File: src/rtl/rtc_pkg.sv
package rtc_pkg;
  localparam int REG_W  = 8;
  localparam int CENT_W = 2;

  function automatic logic [REG_W-1:0] bcd_inc(input logic [REG_W-1:0] v);
    if (v[3:0] == 4'h9) return {v[7:4] + 4'h1, 4'h0};
    return {v[7:4], v[3:0] + 4'h1};
  endfunction

  function automatic logic leap_year(input logic [REG_W-1:0] yr,
                                     input logic [CENT_W-1:0] cent);
    logic div4;
    if (yr[4]) div4 = (yr[3:0] == 4'h2) || (yr[3:0] == 4'h6);
    else       div4 = (yr[3:0] == 4'h0) || (yr[3:0] == 4'h4) || (yr[3:0] == 4'h8);
    if (yr == '0) return (cent == '0);
    return div4;
  endfunction
endpackage

File: src/rtl/rtc_tick_gate.sv
module rtc_tick_gate (
  input  logic clk_i,
  input  logic rst_ni,
  input  logic tick_i,
  input  logic hold_i,
  input  logic stop_i,
  input  logic load_i,
  output logic adv_o
);
  logic pend_q, pend_d;

  assign adv_o = !load_i && !stop_i && !hold_i && (tick_i || pend_q);

  always_comb begin
    if (load_i || stop_i) pend_d = 1'b0;
    else if (hold_i)      pend_d = pend_q || tick_i;
    else                  pend_d = pend_q && tick_i; // both present: one kept
  end

  always_ff @(posedge clk_i or negedge rst_ni)
    if (!rst_ni) pend_q <= 1'b0;
    else         pend_q <= pend_d;
endmodule

File: src/rtl/rtc_bcd_field.sv
module rtc_bcd_field
  import rtc_pkg::*;
#(
  parameter logic [REG_W-1:0] FIRST = '0,
  parameter logic [REG_W-1:0] MASK  = '1
) (
  input  logic             clk_i,
  input  logic             rst_ni,
  input  logic             load_i,
  input  logic [REG_W-1:0] load_val_i,
  input  logic             step_i,
  input  logic [REG_W-1:0] last_i,
  output logic [REG_W-1:0] val_o,
  output logic             wrap_o
);
  logic [REG_W-1:0] val_q;

  assign wrap_o = step_i && (val_q >= last_i);
  assign val_o  = val_q;

  always_ff @(posedge clk_i or negedge rst_ni)
    if (!rst_ni)     val_q <= FIRST;
    else if (load_i) val_q <= load_val_i & MASK;
    else if (step_i) val_q <= wrap_o ? FIRST : (bcd_inc(val_q) & MASK);
endmodule

File: src/rtl/rtc_month_len.sv
module rtc_month_len
  import rtc_pkg::*;
(
  input  logic [REG_W-1:0]  month_i,
  input  logic [REG_W-1:0]  year_i,
  input  logic [CENT_W-1:0] cent_i,
  output logic [REG_W-1:0]  last_date_o
);
  always_comb begin
    unique case (month_i)
      8'h02:                      last_date_o = leap_year(year_i, cent_i) ? 8'h29 : 8'h28;
      8'h04, 8'h06, 8'h09, 8'h11: last_date_o = 8'h30;
      default:                    last_date_o = 8'h31;
    endcase
  end
endmodule

File: src/rtl/rtc_calendar.sv
module rtc_calendar
  import rtc_pkg::*;
(
  input  logic       clk_i,
  input  logic       rst_ni,
  input  logic       tick_i,
  input  logic       hold_i,
  input  logic       load_i,
  input  logic [7:0] load_sec_i,
  input  logic [7:0] load_min_i,
  input  logic [7:0] load_hour_i,
  input  logic [7:0] load_dow_i,
  input  logic [7:0] load_date_i,
  input  logic [7:0] load_month_i,
  input  logic [7:0] load_year_i,
  output logic [7:0] sec_o,
  output logic [7:0] min_o,
  output logic [7:0] hour_o,
  output logic [7:0] dow_o,
  output logic [7:0] date_o,
  output logic [7:0] month_o,
  output logic [7:0] year_o,
  output logic       div_rst_o
);
  localparam int NFIX = 3;
  localparam logic [REG_W-1:0] FIX_LAST [NFIX] = '{8'h59, 8'h59, 8'h23};
  localparam logic [REG_W-1:0] FIX_MASK [NFIX] = '{8'h7f, 8'h7f, 8'h3f};

  logic              stop_q, div_rst_q, adv;
  logic [CENT_W-1:0] cent_q;
  logic [REG_W-1:0]  fix_val [NFIX];
  logic [REG_W-1:0]  fix_ld  [NFIX];
  logic [NFIX-1:0]   fix_wrap, fix_step;
  logic [REG_W-1:0]  dow_val, date_val, month_val, year_val, last_date;
  logic              dow_wrap, date_wrap, month_wrap, year_wrap;

  rtc_tick_gate u_gate (
    .clk_i, .rst_ni, .tick_i, .hold_i,
    .stop_i(stop_q), .load_i, .adv_o(adv)
  );

  assign fix_ld[0] = load_sec_i;
  assign fix_ld[1] = load_min_i;
  assign fix_ld[2] = load_hour_i;
  assign fix_step  = {fix_wrap[NFIX-2:0], adv};

  // seconds -> minutes -> hours carry chain
  for (genvar i = 0; i < NFIX; i++) begin : g_fix
    rtc_bcd_field #(.FIRST(8'h00), .MASK(FIX_MASK[i])) u_fld (
      .clk_i, .rst_ni, .load_i,
      .load_val_i(fix_ld[i]), .step_i(fix_step[i]), .last_i(FIX_LAST[i]),
      .val_o(fix_val[i]), .wrap_o(fix_wrap[i])
    );
  end

  rtc_bcd_field #(.FIRST(8'h01), .MASK(8'h07)) u_dow (
    .clk_i, .rst_ni, .load_i, .load_val_i(load_dow_i),
    .step_i(fix_wrap[NFIX-1]), .last_i(8'h07),
    .val_o(dow_val), .wrap_o(dow_wrap)
  );

  rtc_month_len u_mlen (
    .month_i(month_val), .year_i(year_val), .cent_i(cent_q),
    .last_date_o(last_date)
  );

  rtc_bcd_field #(.FIRST(8'h01), .MASK(8'h3f)) u_date (
    .clk_i, .rst_ni, .load_i, .load_val_i(load_date_i),
    .step_i(fix_wrap[NFIX-1]), .last_i(last_date),
    .val_o(date_val), .wrap_o(date_wrap)
  );

  rtc_bcd_field #(.FIRST(8'h01), .MASK(8'h1f)) u_month (
    .clk_i, .rst_ni, .load_i, .load_val_i(load_month_i),
    .step_i(date_wrap), .last_i(8'h12),
    .val_o(month_val), .wrap_o(month_wrap)
  );

  rtc_bcd_field #(.FIRST(8'h00), .MASK(8'hff)) u_year (
    .clk_i, .rst_ni, .load_i, .load_val_i(load_year_i),
    .step_i(month_wrap), .last_i(8'h99),
    .val_o(year_val), .wrap_o(year_wrap)
  );

  always_ff @(posedge clk_i or negedge rst_ni)
    if (!rst_ni) begin
      cent_q    <= '0;
      stop_q    <= 1'b0;
      div_rst_q <= 1'b0;
    end else begin
      div_rst_q <= load_i;
      if (load_i) begin
        cent_q <= load_month_i[REG_W-1 -: CENT_W];
        stop_q <= load_sec_i[REG_W-1];
      end else if (year_wrap) begin
        cent_q <= cent_q + 1'b1;
      end
    end

  logic unused_wrap;
  assign unused_wrap = dow_wrap;

  assign sec_o     = {stop_q, fix_val[0][REG_W-2:0]};
  assign min_o     = fix_val[1];
  assign hour_o    = fix_val[2];
  assign dow_o     = dow_val;
  assign date_o    = date_val;
  assign month_o   = {cent_q, month_val[REG_W-CENT_W-1:0]};
  assign year_o    = year_val;
  assign div_rst_o = div_rst_q;
endmodule

File: config.mk
export PLATFORM = sky130hd
export DESIGN_NAME = rtc_calendar
export DESIGN_NICKNAME = d
export VERILOG_FILES = /design/src/rtl/rtc_pkg.sv /design/src/rtl/rtc_tick_gate.sv /design/src/rtl/rtc_bcd_field.sv /design/src/rtl/rtc_month_len.sv /design/src/rtl/rtc_calendar.sv
export SDC_FILE = /design/constraint.sdc
export NUM_CORES = 1
export LEC_CHECK = 0
export CORE_AREA = 4 4 88 90
export DETAILED_ROUTE_END_ITERATION = 10
export DIE_AREA = 0 0 92 94
export PLACE_DENSITY = 0.9
export SLEW_MARGIN = 30
export SYNTH_ARGS = -nofsm -noshare
export SYNTH_HDL_FRONTEND = slang
export SYNTH_SLANG_ARGS = --single-unit
File: constraint.sdc
create_clock -name clk_i -period 6.12 [get_ports clk_i]
set_input_delay 0.918 -clock clk_i [delete_from_list [all_inputs] [get_ports clk_i]]
set_output_delay 0.918 -clock clk_i [all_outputs]
set_load 0.02 [all_outputs]
==> results of run 1 <==
-- cell families (layout without fill, tap and decap cells) --
kind of cell,after synthesis,in the layout
flops,47,47
compound gates,121,121
mux,7,7
other cells,1,11
fa+ha+maj,19,19
xor+xnor,6,6
simple gates,132,132
buf+inv,53,124
-- state kept, by name, summed over array words and instances (netlist names) --
| register | flops |
|---|---|
| g_fix.u_fld.val_o | 20 |
| div_rst_o | 1 |
| u_dow.val_o | 3 |
| u_gate.pend_q | 1 |
| u_date.val_o | 6 |
| u_month.val_o | 5 |
| u_year.val_o | 8 |
| cent_q | 2 |
| stop_q | 1 |
-- critical path, delay by kind of cell (launching register included) --
kind,cells,cell delay [ns]
buf+inv,1,0.12
flops,1,0.48
xor+xnor,1,0.14
compound gates,6,1.26
simple gates,3,1.00
fa+ha+maj,2,0.50
-- power groups by stage --
stage	Clock [mW]	Sequential (mW)	Combinational, mW
2_1_floorplan	0	0.426	0.149
3_3_place_gp	0	0.405	0.292
3_5_place_dp	0	0.408	0.301
4_1_cts	0.190	0.402	0.303
5_1_grt	0.202	0.412	0.329
6_report	0.183	0.403	0.300
-- stage by stage --
stage / power, mW / hold WS [ns] / worst slack, ns / instances / area [sq um]
after floorplan: 0.575 / 0.496 / 2.95 / 396 / 3370
after global placement: 0.697 / 0.518 / 2.70 / 558 / 4270
after detailed placement: 0.709 / 0.525 / 2.58 / 558 / 4270
after CTS: 0.895 / 0.538 / 2.54 / 566 / 4350
after global routing: 0.943 / 0.558 / 2.28 / 566 / 4350
final: 0.886 / 0.543 / 2.54 / 566 / 4350
-- per-layer routing --
metal  GRT usage  wire length (microns)  vias up  part of all wire
met3      0.0385                    539        8             0.062
met4      0.0582                     87        0             0.010
li1            -                      -     1565                 -
met5           0                      0        -                 0
met1       0.260                   3700     1518              0.43
met2       0.352                   4320      108              0.50
-- cell type report --
cell class / instances / area (sq um)
clock buffers: 8 / 80.1
fillers: 612 / 2710
inverters: 18 / 67.6
multi-input cells: 296 / 1930
flip-flops and latches: 47 / 1180
well taps: 99 / 124
repair buffers: 98 / 966
-- path summary, 6_finish.rpt --
path                                  from                      end  cells after the start
min in group asynchronous           rst_ni  g_fix[0].u_fld.val_o[2]                      1
min reg2reg                         stop_q            u_gate.pend_q                      1
max                        u_year.val_o[4]                cent_q[0]                     13
max in group asynchronous           rst_ni          u_date.val_o[4]                      1
max reg2reg                u_year.val_o[4]                cent_q[0]                     13
min                                 stop_q            u_gate.pend_q                      1
-- cell usage after synthesis (5+ instances only) --
| master | count | area, sq um |
|---|---|---|
| a31oi_1 | 9 | 56.3 |
| buf_4 | 12 | 90.1 |
| ha_1 | 19 | 238 |
| clkbuf_1 | 16 | 60.1 |
| nor4_1 | 6 | 37.5 |
| nand2_1 | 37 | 139 |
| nor3_1 | 10 | 50.1 |
| dfrtp_1 | 44 | 1100 |
| o211ai_1 | 6 | 45.0 |
| a21oi_1 | 27 | 135 |
| inv_1 | 17 | 63.8 |
| o21ai_0 | 34 | 170 |
| nand3b_1 | 5 | 37.5 |
| a2bb2oi_1 | 7 | 61.3 |
| nor2_1 | 25 | 93.8 |
| mux2i_1 | 5 | 50.1 |
| nand3_1 | 10 | 50.1 |
==> qor.csv, run 1 <==
stage,metric,value,unit
logic_synthesis,"Seq/Total Area, Yosys",0.354,
setup_path,Worst setup EP type,register,
pwr,Sw Pwr,313,uW
cts,CTS resizes,0,
sta,Max-slew headroom,0.555,
drt,vias,3199,
sta,worst-margin pin slew,0.658,ns
sta,Setup TNS,0,ns
logic_synthesis,"Distinct cells, synth",68,
finish,antenna diode count,0,
sta,Max Fclk,0.280,GHz
global_routing,largest net degree at the start of global routing,48,
floorplan,core area,7060,sq um
cts,Worst-path clk slew,0.09,ns
sta,RSZ-0062 raised after global routing,false,
logic_synthesis,Synth Area in Compound Gates,0.243,
logic_synthesis,Mapped Cells,386,
sta,Final setup viols,0,
logic_synthesis,Post-Synth Adder-Cell Area,0.0713,
finish,most frequent cells in the layout,"93 x clkdlybuf4s50_1, 44 x dfrtp_1, 37 x nand2_1, 34 x o21ai_0, 27 x a21oi_1",
logic_synthesis,post-synthesis simple-gate area fraction,0.215,
finish,"Core Util, Final",0.616,
setup_path,Crit Path Class,reg -> reg,
logic_synthesis,largest family of logic cells by synthesized area,compound AO/OA/AOI/OAI gates,
floorplan,die width,92,microns
setup_path,maximum fanout along the worst path,8,
setup_path,Critical Path Slowest Stage Cell,or4b_1,
setup_path,CP Data Arrival Time,3.79,ns
finish,# nets final,546,
floorplan,initial core utilization,0.472,
place,Buffers on Ports,95,
global_routing,first-pass GRT wire length,14.5,mm
pwr,switch share,0.353,
logic_synthesis,xor and xnor area share after synthesis,0.0158,
drt,vias per cell,5.65,
logic_synthesis,post-synthesis mux area share,0.0218,
global_routing,vias in the first global route,3031,
cts,post-CTS setup buffer count,0,
global_routing,GRT Total Usage,0.204,
drt,remaining antenna violation count,0,
setup_path,crit-path cells,inv_1 -> ha_1 -> a41oi_1 -> o32ai_1 -> o211ai_1 -> a21oi_1 -> ha_1 -> or4b_1 -> a211o_1 -> nand4_1 -> nor3_1 -> xnor2_1 -> o21ai_0,
logic_synthesis,synthesized area,3330,sq um
logic_synthesis,Ys Warns,0,
setup_path,crit start category,register,
floorplan,DIE AREA,8650,sq um
floorplan,Row Count,31,
logic_synthesis,mean post-synth cell area,8.63,sq um
drt,Routed WL,8.65,mm
setup_path,Worst EP required,6.33,ns
sta,final worst path period share,0.584,
min_path,Min-Delay Path Class,reg -> reg,
cts,CTS max path bufs,2,
global_routing,total gr overflow,0,
pwr,power share of the clock group,0.207,
run,max_cap viols,0,
pwr,P_int,573,uW
cts,"Clk Latency, worst-skew pair",0.30,ns
drt,initial drt markers,109,
floorplan,die height,94,microns
sta,"Slew Viols, Final",0,
cts,Num CTS Buffers,5,
drt,Remaining DRCs,0,
setup_path,Worst R2R Setup Slack,2.54,ns
cts,TritonCTS clock tree,yes,
finish,"commonest non-fill, non-tap cell in the layout",clkdlybuf4s50_1,
pwr,pwr dens,204,nW/um^2
place,gp weighted congestion,0.886,
pwr,Pleak,1.77,nW
logic_synthesis,"Top FF cell, synth",dfrtp_1,
finish,Layout area overhead,30.5,%
pwr,"IR drop worst, VDD",0.0000840,V
pwr,Sequential Power Share,0.455,
sta,Clock Skews,0.00616,ns
drt,routed len/inst,15.3,microns
drt,Pre-antenna DRT Iters,6,
logic_synthesis,number of synthesized flops with an enable pin,0,
pwr,Comb power frac,0.339,
status,status,"finished, final reports clean",
cts,clk sinks,47,
sta,fin crit period,3.58,ns
place,DP HPWL,6.27,mm
logic_synthesis,Yosys reg bits,47,
global_routing,initial antenna violation count,0,
cts,hold bufs inserted after CTS,0,
finish,ratio of cells with drive above 1 in the final layout,0.0600,
logic_synthesis,Post-synth ARST share,1.00,
floorplan,IO Pins,118,
sta,"Hold Vio Cnt, Final",0,
cts,H-tree Lvls,2,
cts,root buffer cell,clkbuf_8,
setup_path,CP most frequent cell,ha_1,
setup_path,max incr delay on CP,0.57,ns
No activity file was read; power rests on OpenSTA's default activity.
==> run 2: changes to the inputs <==
Settings changed: CORE_AREA 4 4 88 90 to 4 4 91 93, DIE_AREA 0 0 92 94 to 0 0 95 97, PLACE_DENSITY 0.9 to 0.85.
Clock period 6.12 ns to 3.3 ns, I/O delays scaled along.
==> run 2 against run 1 <==
Largest power group unchanged; sequential cell count unchanged; first-iteration DRC count decreased by 3.7%; clock skew rose by 0.0028 ns; non-clock buffer count grew 14; design area increased by 3.6%.
==> qor.csv, run 2 (synthesis results as in run 1) <==
stage,metric,value,unit
pwr,"IR drop worst, VDD",0.000188,V
cts,clk sinks,47,
floorplan,core area,7530,sq um
global_routing,first-pass GRT wire length,14.7,mm
pwr,Pleak,1.84,nW
place,DP HPWL,6.68,mm
drt,Remaining DRCs,0,
run,max_cap viols,0,
finish,Layout area overhead,35.2,%
global_routing,largest net degree at the start of global routing,63,
drt,vias,3321,
setup_path,maximum fanout along the worst path,6,
finish,ratio of cells with drive above 1 in the final layout,0.104,
floorplan,die width,95,microns
place,gp weighted congestion,0.882,
finish,max reg flops,20,
drt,vias per cell,5.70,
setup_path,crit-path cells,inv_1 -> ha_1 -> a41oi_2 -> o32ai_2 -> o211ai_1 -> a21oi_1 -> ha_1 -> or4b_4 -> a211o_4 -> nand4_1 -> buf_4 -> o21ai_0 -> a2bb2oi_1,
sta,"Hold Vio Cnt, Final",0,
setup_path,CP most frequent cell,ha_1,
setup_path,crit start category,register,
sta,"Slew Viols, Final",0,
sta,WHS,0.203,ns
finish,"Core Util, Final",0.598,
sta,Clock Skews,0.00894,ns
place,Buffers on Ports,95,
cts,Worst-path clk slew,0.09,ns
setup_path,crit-path leading delay family,compound AO/OA/AOI/OAI gates,
setup_path,Worst setup EP type,register,
setup_path,max incr delay on CP,0.51,ns
status,status,"finished, final reports clean",
floorplan,die height,97,microns
global_routing,GRT Total Usage,0.195,
drt,routed len/inst,15.9,microns
global_routing,layer with the highest usage,met2,
cts,TritonCTS clock tree,yes,
floorplan,IO Pins,118,
min_path,Min-Delay Path Class,in -> async,
cts,"Clk Latency, worst-skew pair",0.30,ns
cts,H-tree Lvls,2,
sta,worst-margin pin slew,0.673,ns
setup_path,CP Data Arrival Time,3.39,ns
setup_path,Critical Path Slowest Stage Cell,or4b_4,
sta,final worst path period share,0.960,
setup_path,Crit Path Class,reg -> reg,
cts,root buffer cell,clkbuf_8,
global_routing,total gr overflow,0,
finish,most frequent cells in the layout,"93 x clkdlybuf4s50_1, 44 x dfrtp_1, 37 x nand2_1, 33 x o21ai_0, 27 x a21oi_1",
global_routing,GR Util met3,0.0397,
pwr,pwr dens,374,nW/um^2
finish,antenna diode count,0,
cts,hold bufs inserted after CTS,0,
sta,Max Fclk,0.316,GHz
drt,initial drt markers,105,
cts,Num CTS Buffers,5,
sta,fin crit period,3.17,ns
floorplan,DIE AREA,9220,sq um
cts,CTS max path bufs,2,
finish,"commonest non-fill, non-tap cell in the layout",clkdlybuf4s50_1,
floorplan,Row Count,32,
setup_path,Worst EP required,3.52,ns
sta,Final setup viols,0,
finish,# nets final,560,
sta,Setup TNS,0,ns
sta,Max-slew headroom,0.545,
global_routing,met2 Usage GRT,0.338,
global_routing,initial antenna violation count,0,
finish,filler cell count,681,
global_routing,met1 Track Usage GR,0.247,
setup_path,buffers plus inverters on the worst setup path,2,
pwr,Pwr Total,1.69,mW
drt,Routed WL,9.25,mm
drt,Pre-antenna DRT Iters,4,
global_routing,vias in the first global route,3082,
drt,remaining antenna violation count,0,
floorplan,initial core utilization,0.443,
-- run 2: metal layers --
metal,part of all wire,vias to the layer above
li1,-,1588
met1,0.42,1608
met2,0.51,117
met3,0.063,8
met4,0.0092,0
met5,0,-
-- run 2: worst paths after layout --
kind                               startpoint  slack (ns)                       to  cells past startpoint
worst max-delay path                cent_q[0]        0.13         u_month.val_o[3]                     13
worst min-delay path                   rst_ni        0.20  g_fix[0].u_fld.val_o[2]                      1
worst max register to register      cent_q[0]        0.13         u_month.val_o[3]                     13
worst min register to register  u_gate.pend_q        0.54            u_gate.pend_q                      2
max in group asynchronous              rst_ni        2.65          u_date.val_o[4]                      1
min in group clk_i              u_gate.pend_q        0.54            u_gate.pend_q                      2
-- run 2: layout make-up --
type | instances | area (sq um) | area share
well taps | 102 | 128 | 0.0283
clock inverters | 1 | 5.00 | 0.00111
inverters | 18 | 67.6 | 0.0150
multi-input cells | 296 | 1980 | 0.439
flip-flops and latches | 47 | 1180 | 0.262
clock buffers | 7 | 76.3 | 0.0169
repair buffers | 112 | 1070 | 0.238
-- run 2: timing repair --
item | CTS | global route
setup buffers | 0 | 4
resized for setup | 0 | 9
setup endpoints to repair | 0 | 14
-- run 2: metrics by stage --
stage | cell area [sq um] | cells | setup WS [ns]
3_3_place_gp | 4350 | 571 | 0.0813
5_1_grt | 4500 | 583 | -0.00994
2_1_floorplan | 3370 | 396 | 0.134
3_5_place_dp | 4350 | 571 | 0.0210
6_report | 4500 | 583 | 0.133
4_1_cts | 4430 | 579 | 0.00498
-- run 2: power by group --
| group | switching, mW | internal (mW) |
|---|---|---|
| combinational | 0.312 | 0.296 |
| clock | 0.197 | 0.149 |
| sequential | 0.0943 | 0.638 |
==> run 3: changes to the inputs <==
Settings changed: RECOVER_POWER set to 50, SETUP_SLACK_MARGIN set to 0.02, SLEW_MARGIN 30 to unset.
==> run 3 against run 2 <==
Die area is the same; critical endpoint is now u_month.val_o[2]; setup slack lost 0.072 ns; sequential cell count is the same; register-to-register slack lost 0.07 ns; critical path depth grew 1; routed wire length grew 0.21%; the flow now finishes with violations (capacitance limit, slew limit); design area grew 0.67%; final cell count is the same; fmax shrank 2.2%; hold slack gained 0.34 ns.
==> qor.csv, run 3 (synthesis results as in run 1) <==
stage,metric,value,unit
status,status,"finished, violations left",
status,failing checks,"capacitance limit, slew limit",
sta,final worst path period share,0.981,
place,DP HPWL,6.68,mm
sta,worst-margin pin slew,2.72,ns
finish,# nets final,560,
floorplan,core area,7530,sq um
setup_path,maximum fanout along the worst path,6,
cts,Worst-path clk slew,0.09,ns
drt,remaining antenna violation count,0,
finish,max reg flops,20,
setup_path,buffers plus inverters on the worst setup path,2,
pwr,"IR drop worst, VDD",0.000208,V
setup_path,crit-path leading delay family,compound AO/OA/AOI/OAI gates,
floorplan,initial core utilization,0.443,
global_routing,largest net degree at the start of global routing,63,
pwr,pwr dens,371,nW/um^2
sta,"Hold Vio Cnt, Final",0,
cts,root buffer cell,clkbuf_8,
finish,"Core Util, Final",0.602,
setup_path,Worst setup EP type,register,
sta,fin crit period,3.24,ns
floorplan,die width,95,microns
place,DP Area,4350,sq um
drt,vias,3291,
cts,"Clk Latency, worst-skew pair",0.29,ns
floorplan,IO Pins,118,
floorplan,Row Count,32,
sta,Max Fclk,0.309,GHz
drt,Remaining DRCs,0,
cts,TritonCTS clock tree,yes,
cts,H-tree Lvls,2,
setup_path,crit-path cells,inv_2 -> ha_4 -> nand2_2 -> nor2_2 -> o32ai_2 -> o211ai_1 -> a21oi_1 -> ha_1 -> or4b_4 -> a211o_4 -> nand4_1 -> buf_4 -> o211ai_1 -> o211ai_1,
run,max_cap viols,1,
sta,Clock Skews,0.0103,ns
pwr,Pleak,1.85,nW
drt,vias per cell,5.64,
finish,fin area,4530,sq um
drt,Routed WL,9.27,mm
global_routing,GRT Total Usage,0.196,
place,Buffers on Ports,95,
setup_path,crit start category,register,
sta,Final setup viols,0,
finish,most frequent cells in the layout,"73 x clkdlybuf4s50_1, 44 x dfrtp_1, 36 x nand2_1, 33 x o21ai_0, 27 x a21oi_1",
global_routing,first-pass GRT wire length,14.8,mm
setup_path,Crit Path Class,reg -> reg,
drt,routed len/inst,15.9,microns
sta,RSZ-0062 raised after global routing,true,
setup_path,Worst EP required,3.50,ns
cts,Num CTS Buffers,5,
drt,Pre-antenna DRT Iters,4,
floorplan,die height,97,microns
setup_path,Critical Path Slowest Stage Cell,or4b_4,
finish,register area,1180,sq um
place,gp weighted congestion,0.882,
finish,"commonest non-fill, non-tap cell in the layout",clkdlybuf4s50_1,
global_routing,total gr overflow,0,
finish,Layout area overhead,36.1,%
global_routing,initial antenna violation count,0,
min_path,Min-Delay Path Class,reg -> reg,
floorplan,DIE AREA,9220,sq um
cts,clk sinks,47,
setup_path,max incr delay on CP,0.51,ns
drt,initial drt markers,91,
finish,filler cell count,675,
finish,area occupied by multi-input gates,2010,sq um
sta,Max-slew headroom,-0.813,
global_routing,vias in the first global route,3134,
cts,CTS max path bufs,2,
finish,antenna diode count,0,
finish,ratio of cells with drive above 1 in the final layout,0.116,
setup_path,CP most frequent cell,o211ai_1,
setup_path,CP Data Arrival Time,3.44,ns
sta,"Slew Viols, Final",48,
-- run 3: changes by cell type in the layout (fill, tap and decap cells not counted), sizes merged --
| cell | change |
|---|---|
| clkdlybuf4s50 | -20 |
| dlygate4sd3 | +20 |
| clkbuf | +2 |
| buf | -2 |
-- run 3: layer usage --
layer,up-vias,share of wire,track usage
met1,1591,0.42,0.244
met5,-,0,0
li1,1586,-,-
met4,0,0.014,0.0466
met3,13,0.053,0.0412
met2,101,0.51,0.341
-- run 3: final timing paths --
kind | from | depth (start not counted) | slack [ns] | end
max in group asynchronous | rst_ni | 1 | 0.70 | u_gate.pend_q
max | u_year.val_o[5] | 14 | 0.06 | u_month.val_o[2]
min | u_gate.pend_q | 2 | 0.54 | u_gate.pend_q
min reg2reg | u_gate.pend_q | 2 | 0.54 | u_gate.pend_q
max reg2reg | u_year.val_o[5] | 14 | 0.06 | u_month.val_o[2]
min in group asynchronous | rst_ni | 1 | 1.04 | g_fix[0].u_fld.val_o[2]
-- run 3: what timing repair did --
item                                    CTS  global route
buffers inserted                          0             4
endpoints found under the setup margin    1            15
pin swaps                                 1            14
hold buffers                              0             0
gates resized for setup                   0            19
-- run 3: final cells by class --
cell class,instances,area share
multi-input combinational,296,0.444
sequential,47,0.260
timing repair buffer,112,0.235
tap,102,0.0281
clock buffer,7,0.0168
inverter,18,0.0149
clock inverter,1,0.00110
-- run 3: where the power goes --
part / internal [mW] / switching, mW / total, mW / leakage (nW)
sequential: 0.638 / 0.0937 / 0.732 / 0.545
combinational: 0.290 / 0.316 / 0.606 / 1.26
clock: 0.149 / 0.194 / 0.343 / 0.0422
-- run 3: per-stage QoR --
stage	total power [mW]	hold slack [ns]	instances	worst slack, ns	TNS [ns]
2_1_floorplan	1.07	0.199	396	0.134	0
3_3_place_gp	1.31	0.523	571	0.0813	0
3_5_place_dp	1.33	0.532	571	0.0189	0
4_1_cts	1.68	0.446	579	0.0261	0
5_1_grt	1.78	0.594	583	-0.0820	-0.347
6_report	1.68	0.539	583	0.0614	0
-- run 3: tightest hold or removal path: cells and delay by family (launching register included) --
family          cells  cell delay (ns)
simple gates        1             0.06
compound gates      1             0.06
flops               1             0.38
